==> config.mk <==
export PLATFORM = sky130hd
export DESIGN_NAME = lfc_counter
export DESIGN_NICKNAME = d
export VERILOG_FILES = /design/src/rtl/lfc_pkg.sv /design/src/rtl/lfc_prescale.sv /design/src/rtl/lfc_cc_bank.sv /design/src/rtl/lfc_counter.sv
export SDC_FILE = /design/constraint.sdc
export NUM_CORES = 1
export LEC_CHECK = 0
export BUFFER_PORTS_ARGS = -buffer_cell sky130_fd_sc_hd__buf_2
export CAP_MARGIN = 20
export CELL_PAD_IN_SITES_DETAIL_PLACEMENT = 1
export CELL_PAD_IN_SITES_GLOBAL_PLACEMENT = 1
export CORE_ASPECT_RATIO = 1.75
export CORE_MARGIN = 3
export CORE_UTILIZATION = 50
export CTS_CLUSTER_SIZE = 8
export DETAILED_ROUTE_END_ITERATION = 6
export PLACE_DENSITY_LB_ADDON = 0.1
export REMOVE_ABC_BUFFERS = 1
export SYNTH_ARGS = -nofsm -noshare
export SYNTH_HDL_FRONTEND = slang
export SYNTH_HIERARCHICAL = 1
export SYNTH_SLANG_ARGS = --single-unit
export TNS_END_PERCENT = 10
==> constraint.sdc <==
create_clock -name clk -period 5.05 [get_ports clk]
set_input_delay 1.515 -clock clk [delete_from_list [all_inputs] [get_ports clk]]
set_output_delay 1.515 -clock clk [all_outputs]
set_load 0.02 [all_outputs]
==> src/rtl/lfc_pkg.sv <==
package lfc_pkg;
    localparam int DEF_CNT_W  = 24;
    localparam int DEF_PSC_W  = 12;
    localparam int DEF_ADDR_W = 4;
    localparam int DEF_N_CC   = 4;

    localparam int REG_RATIO  = 0;
    localparam int REG_ZMASK  = 1;
    localparam int REG_COUNT  = 2;
    localparam int REG_CMP0   = 4;

    typedef enum logic {
        ST_HALTED   = 1'b0,
        ST_COUNTING = 1'b1
    } run_state_e;
endpackage

==> src/rtl/lfc_prescale.sv <==
module lfc_prescale #(
    parameter int PSC_W = 12
) (
    input  logic             clk,
    input  logic             rst_n,
    input  logic             advance,
    input  logic             restart,
    input  logic [PSC_W-1:0] limit,
    output logic             step
);
    logic [PSC_W-1:0] phase_q;

    assign step = advance && (phase_q == limit);

    always_ff @(posedge clk or negedge rst_n) begin
        if (!rst_n) begin
            phase_q <= '0;
        end else if (restart) begin
            phase_q <= '0;
        end else if (advance) begin
            phase_q <= step ? '0 : phase_q + 1'b1;
        end
    end
endmodule

==> src/rtl/lfc_cc_bank.sv <==
module lfc_cc_bank #(
    parameter int N_CC    = 4,
    parameter int CNT_W   = 24,
    parameter int ADDR_W  = 4,
    parameter int CC_BASE = 4
) (
    input  logic                  clk,
    input  logic                  rst_n,
    input  logic                  step,
    input  logic [CNT_W-1:0]      cnt_cur,
    input  logic [CNT_W-1:0]      cnt_inc,
    input  logic [N_CC-1:0]       snap,
    input  logic                  wr_en,
    input  logic [ADDR_W-1:0]     wr_addr,
    input  logic [CNT_W-1:0]      wr_data,
    output logic [N_CC*CNT_W-1:0] cc_flat,
    output logic [N_CC-1:0]       match_now,
    output logic [N_CC-1:0]       hit
);
    for (genvar g = 0; g < N_CC; g++) begin : g_ch
        localparam logic [ADDR_W-1:0] MY_ADDR = ADDR_W'(CC_BASE + g);
        logic [CNT_W-1:0] cc_q;
        logic             hit_q;

        assign match_now[g] = step && (cnt_inc == cc_q);

        always_ff @(posedge clk or negedge rst_n) begin
            if (!rst_n) begin
                cc_q  <= '0;
                hit_q <= 1'b0;
            end else begin
                hit_q <= match_now[g];
                if (snap[g]) begin
                    cc_q <= cnt_cur;
                end else if (wr_en && (wr_addr == MY_ADDR)) begin
                    cc_q <= wr_data;
                end
            end
        end

        assign cc_flat[g*CNT_W +: CNT_W] = cc_q;
        assign hit[g] = hit_q;
    end
endmodule

==> src/rtl/lfc_counter.sv <==
module lfc_counter
    import lfc_pkg::*;
#(
    parameter int N_CC   = DEF_N_CC,
    parameter int CNT_W  = DEF_CNT_W,
    parameter int PSC_W  = DEF_PSC_W,
    parameter int ADDR_W = DEF_ADDR_W
) (
    input  logic              clk,
    input  logic              rst_n,
    input  logic              lf_tick,
    input  logic              task_run,
    input  logic              task_halt,
    input  logic              task_zero,
    input  logic              task_preload,
    input  logic [N_CC-1:0]   task_snap,
    input  logic              wr_en,
    input  logic [ADDR_W-1:0] wr_addr,
    input  logic [CNT_W-1:0]  wr_data,
    input  logic [ADDR_W-1:0] rd_addr,
    output logic [CNT_W-1:0]  rd_data,
    output logic [N_CC-1:0]   evt_match,
    output logic              evt_wrap
);
    localparam logic [CNT_W-1:0]  PRELOAD_VAL = ~(CNT_W'(15));
    localparam logic [ADDR_W-1:0] A_RATIO     = ADDR_W'(REG_RATIO);
    localparam logic [ADDR_W-1:0] A_ZMASK     = ADDR_W'(REG_ZMASK);
    localparam logic [ADDR_W-1:0] A_COUNT     = ADDR_W'(REG_COUNT);

    run_state_e state_q, state_d;

    logic [PSC_W-1:0]      ratio_q, shadow_q;
    logic [N_CC-1:0]       zmask_q;
    logic [CNT_W-1:0]      cnt_q, cnt_inc;
    logic                  pend_zero_q, pend_halt_q, pend_pre_q;
    logic                  wrap_q;
    logic                  running, launch, apply, reload, advance, step;
    logic                  auto_zero;
    logic [N_CC*CNT_W-1:0] cc_flat;
    logic [N_CC-1:0]       match_now;

    // pending commands act on the first slow tick that finds them set
    assign apply     = lf_tick && (pend_zero_q || pend_halt_q || pend_pre_q);
    assign reload    = launch || (apply && (pend_zero_q || pend_pre_q));
    assign advance   = lf_tick && running && !apply;
    assign cnt_inc   = cnt_q + 1'b1;
    assign auto_zero = |(match_now & zmask_q);

    // state register
    always_ff @(posedge clk or negedge rst_n) begin
        if (!rst_n) state_q <= ST_HALTED;
        else        state_q <= state_d;
    end

    // next state: launch / freeze
    always_comb begin
        state_d = state_q;
        unique case (state_q)
            ST_HALTED:   if (task_run)               state_d = ST_COUNTING;
            ST_COUNTING: if (apply && pend_halt_q)   state_d = ST_HALTED;
        endcase
    end

    // state-decoded controls
    always_comb begin
        running = 1'b0;
        launch  = 1'b0;
        unique case (state_q)
            ST_HALTED:   launch  = task_run;
            ST_COUNTING: running = 1'b1;
        endcase
    end

    lfc_prescale #(.PSC_W(PSC_W)) u_div (
        .clk     (clk),
        .rst_n   (rst_n),
        .advance (advance),
        .restart (reload),
        .limit   (shadow_q),
        .step    (step)
    );

    lfc_cc_bank #(
        .N_CC    (N_CC),
        .CNT_W   (CNT_W),
        .ADDR_W  (ADDR_W),
        .CC_BASE (REG_CMP0)
    ) u_bank (
        .clk       (clk),
        .rst_n     (rst_n),
        .step      (step),
        .cnt_cur   (cnt_q),
        .cnt_inc   (cnt_inc),
        .snap      (task_snap),
        .wr_en     (wr_en),
        .wr_addr   (wr_addr),
        .wr_data   (wr_data),
        .cc_flat   (cc_flat),
        .match_now (match_now),
        .hit       (evt_match)
    );

    always_ff @(posedge clk or negedge rst_n) begin
        if (!rst_n) begin
            cnt_q       <= '0;
            ratio_q     <= '0;
            shadow_q    <= '0;
            zmask_q     <= '0;
            pend_zero_q <= 1'b0;
            pend_halt_q <= 1'b0;
            pend_pre_q  <= 1'b0;
            wrap_q      <= 1'b0;
        end else begin
            if (apply && pend_zero_q)      cnt_q <= '0;
            else if (apply && pend_pre_q)  cnt_q <= PRELOAD_VAL;
            else if (step)                 cnt_q <= cnt_inc;

            wrap_q <= step && (cnt_q == '1);

            if (reload) shadow_q <= ratio_q;

            pend_zero_q <= (pend_zero_q && !apply) || task_zero || auto_zero;
            pend_halt_q <= (pend_halt_q && !apply) || task_halt;
            pend_pre_q  <= (pend_pre_q  && !apply) || task_preload;

            if (wr_en && (wr_addr == A_RATIO)) ratio_q <= wr_data[PSC_W-1:0];
            if (wr_en && (wr_addr == A_ZMASK)) zmask_q <= wr_data[N_CC-1:0];
        end
    end

    assign evt_wrap = wrap_q;

    always_comb begin
        rd_data = '0;
        if (rd_addr == A_RATIO) rd_data = CNT_W'(ratio_q);
        if (rd_addr == A_ZMASK) rd_data = CNT_W'(zmask_q);
        if (rd_addr == A_COUNT) rd_data = cnt_q;
        for (int i = 0; i < N_CC; i++) begin
            if (rd_addr == ADDR_W'(REG_CMP0 + i)) rd_data = cc_flat[i*CNT_W +: CNT_W];
        end
    end
endmodule

==> results.toml <==
[run_status]
run_status = "finished, final reports clean"

[clocking]
post_cts.resized_instances = 0
clock_sinks = 169
cts_buffers = 17
cts_setup_buffers = 0
worstSkewPairLatency_ps = 450
clock_tree.root_cell = "sky130_fd_sc_hd__clkbuf_16"
htree_levels = 4
post_cts_hold_buffer_count = 0
tritoncts = "done"
path_clk_slew_ps = 70
cts-root-to-sink-buffers = 2

[yosys]
cell_with_the_most_instances_after_synthesis = "sky130_fd_sc_hd__dfrtp_1"
number_of_enable_flip_flop_cells_after_synthesis = 0
synth-adder-area-share_pct = 0.240
largest_family_of_logic_cells_by_synthesized_area = "simple AND/OR/NAND/NOR gates"
synth_async_sr_flop_share_pct = 100
yosys-mux-area-fraction_pct = 12.6
synth_largest_area_cell = "sky130_fd_sc_hd__dfrtp_1"
post-synth-top-area-fraction_pct = 40.5
synth-compound-area-share_pct = 14.1
yosysSeqAreaShare_pct = 40.5
syn-cell-area_sq_um = 10400
ys_top_cells_by_area = "sky130_fd_sc_hd__dfrtp_1 (40%), sky130_fd_sc_hd__mux2i_1 (9.6%), sky130_fd_sc_hd__xnor2_1 (6.4%), sky130_fd_sc_hd__xor2_1 (6.0%), sky130_fd_sc_hd__nand2_1 (3.6%)"
synthSimpleGateAreaFrac_pct = 15.4
netlist-cell-type-count = 64
synthesis.instances = 1073
synth-xor-area-share_pct = 12.3
synth-main-ff-cell = "sky130_fd_sc_hd__dfrtp_1"
synth_area_per_cell_sq_um = 9.74
ys_warn_count = 6
yosys-top-cells-count = "sky130_fd_sc_hd__dfrtp_1 (169), sky130_fd_sc_hd__nand2_1 (101), sky130_fd_sc_hd__mux2i_1 (100)"
ys_seq_elements = 169

[global_routing]
grt_pass1_vias = 9148
number_of_antenna_violations_at_the_first_check_in_global_routing = 0
grt_overflow_total = 0
grt_pass1_wl_um = 55500
gr-usage-all-layers_pct = 32.7
grt_start_max_net_pins = 75

[routing]
dr.pass1.iters = 5
routed-via-count = 8799
post_drt_via_cell_ratio = 6.44
drt-total-wl_um = 36500
initialDrtViolationCount = 583
antenna_left = 0
drc = 0
routed_wire_length_per_instance_um = 26.7

[floorplanning]
initial_core_util_pct = 51.1
design.portCount = 73
std_cell_rows = 69
die-width_um = 115
floorplan.die.height_um = 197
die_area_sq_um = 22700
core_sq_um = 20500

[hold_path]
hold-path-cell-count = 1
hold_class = "flip-flop to flip-flop"

[pwr]
worst_ir_drop_on_vdd_mv = 0.231
p_leak_nw = 4.93
power_per_cell_area_nw_per_um2 = 348
report.power.total_mw = 4.04

[finish]
syn_to_final_growth_pct = 11.0
fillers = 2321
num_antenna_cells = 0
net_total_in_the_final_layout = 1151
proportion_of_layout_cells_with_a_drive_suffix_above_1_pct = 17.2
non_filler_cells_in_the_finished_layout = 1366
final_core_util_pct = 56.7
finalInstanceArea_sq_um = 11600

[setup_path]
critical_path_arrival_ps = 3100
critical_path_peak_fanout = 16
ff2ff_path_depth = 11
timing_worst_setup_path_type = "input pin to output port"
cp-start-kind = "input pin"
end_kind = "output port"
critPathRequiredTime_ps = 3540

[timing]
finalClockSkew_ps = 7.74
timing.final.crit_share_pct = 91.4
max_slew.worst_pin.slew_ps = 1020
grt_setup_unrepaired = "no"
setup-violations-final = 0
tmin_final_ps = 4620
hold_fails_final_rpt = 0
timing.fmax_mhz = 217
max-slew-margin-rel_pct = 32.0
setup_total_negative_slack_ps = 0
report.final.slew_viol_count = 0

[place]
numPortBuffers = 72
place_inst = 1333
dpl_cell_area_sq_um = 10900
gpl.final_weighted_congestion = 0.914
detailed_place_hpwl_um = 25700

[run]
total_of_max_cap_violations = 0
==> cells in the final DEF (no fill, tap or decap), types with 4 or more instances in the layout <==
cell type,Yosys,layout
sky130_fd_sc_hd__a21oi_1,35,35
sky130_fd_sc_hd__a222oi_1,7,7
sky130_fd_sc_hd__a22oi_1,39,39
sky130_fd_sc_hd__a31oi_1,35,35
sky130_fd_sc_hd__and2_1,6,6
sky130_fd_sc_hd__and3_1,8,8
sky130_fd_sc_hd__and4_1,5,5
sky130_fd_sc_hd__buf_12,0,4
sky130_fd_sc_hd__buf_2,28,71
sky130_fd_sc_hd__buf_4,13,18
sky130_fd_sc_hd__clkbuf_16,0,17
sky130_fd_sc_hd__clkinv_4,0,4
sky130_fd_sc_hd__dfrtp_1,169,169
sky130_fd_sc_hd__inv_1,11,11
sky130_fd_sc_hd__mux2_2,28,28
sky130_fd_sc_hd__mux2i_1,100,100
sky130_fd_sc_hd__nand2_1,101,101
sky130_fd_sc_hd__nand2b_1,4,4
sky130_fd_sc_hd__nand3_1,32,31
sky130_fd_sc_hd__nand3b_1,5,5
sky130_fd_sc_hd__nand4_1,20,20
sky130_fd_sc_hd__nor2_1,57,57
sky130_fd_sc_hd__nor3_1,18,18
sky130_fd_sc_hd__nor4_1,16,14
sky130_fd_sc_hd__nor4_2,5,7
sky130_fd_sc_hd__o21ai_0,65,65
sky130_fd_sc_hd__o21ai_1,4,4
sky130_fd_sc_hd__o21ai_2,10,10
sky130_fd_sc_hd__o31ai_1,7,7
sky130_fd_sc_hd__or4_1,6,6
sky130_fd_sc_hd__xnor2_1,76,76
sky130_fd_sc_hd__xor2_1,71,71
==> metal layers <==
metal	GRT usage [%]	share of wire, %	routed length [um]
met4	19.5	6.2	2250
met5	0	0	0
met3	5.03	3.8	1390
met1	36.5	37	13400
met2	57.6	53	19500
==> worst max-delay path: stages <==
cell	delay (ps)
sky130_fd_sc_hd__buf_2	280
sky130_fd_sc_hd__and4bb_2	400
sky130_fd_sc_hd__buf_4	230
sky130_fd_sc_hd__a22oi_1	240
sky130_fd_sc_hd__nand2_1	90
sky130_fd_sc_hd__o22a_1	170
sky130_fd_sc_hd__buf_2	160
==> worst paths after layout <==
kind,startpoint,to,slack (ps)
setup / recovery,rd_addr[1],rd_data[3],430
hold / removal,pend_halt_q,state_q,500
setup reg to reg,cnt_q[0],pend_zero_q,830
hold reg to reg,pend_halt_q,state_q,500
max in group asynchronous,rst_n,u_bank/g_ch[2].cc_q[12],3050
min in group asynchronous,rst_n,zmask_q[0],1070
==> per-stage QoR <==
| step | hold WS (ps) | worst slack, ps |
|---|---|---|
| 2_1_floorplan | 450 | -454 |
| 3_3_place_gp | 491 | 516 |
| 3_5_place_dp | 491 | 499 |
| 4_1_cts | 505 | 461 |
| 5_1_grt | 523 | 371 |
| 6_report | 501 | 434 |
==> kinds of logic (layout without fill, tap and decap cells) <==
group                    count (synthesis)  after routing
flip-flops                             169            169
AND/OR/NAND/NOR                        305            305
AO/OA/AOI/OAI                          229            229
buffers and inverters                   93            138
adder cells (fa/ha/maj)                  2              2
XOR/XNOR                               147            147
multiplexers                           128            128
==> sequential cells by signal, indices dropped and copies added (netlist names) <==
register	cells
cnt_q	24
evt_wrap	1
pend_halt_q	1
pend_pre_q	1
pend_zero_q	1
ratio_q	12
shadow_q	12
state_q	1
u_bank/g_ch.cc_q	96
u_bank/g_ch.hit_q	4
u_div/phase_q	12
zmask_q	4
==> report_power, final <==
group / switching, mW / internal (mW)
logic: 0.495 / 0.343
registers: 0.249 / 1.53
clock network: 0.591 / 0.824
total: 1.34 / 2.70
==> layout make-up <==
| cell class | count | area (sq um) | area share, % |
|---|---|---|---|
| clock inverter | 12 | 165 | 1.42 |
| clock buffer | 20 | 467 | 4.02 |
| sequential | 169 | 4230 | 36.5 |
| timing repair buffer | 95 | 609 | 5.25 |
| multi-input combinational | 811 | 5770 | 49.8 |
| tap | 248 | 310 | 2.68 |
| inverter | 11 | 41.3 | 0.356 |
(Power assumes the default switching activity.)
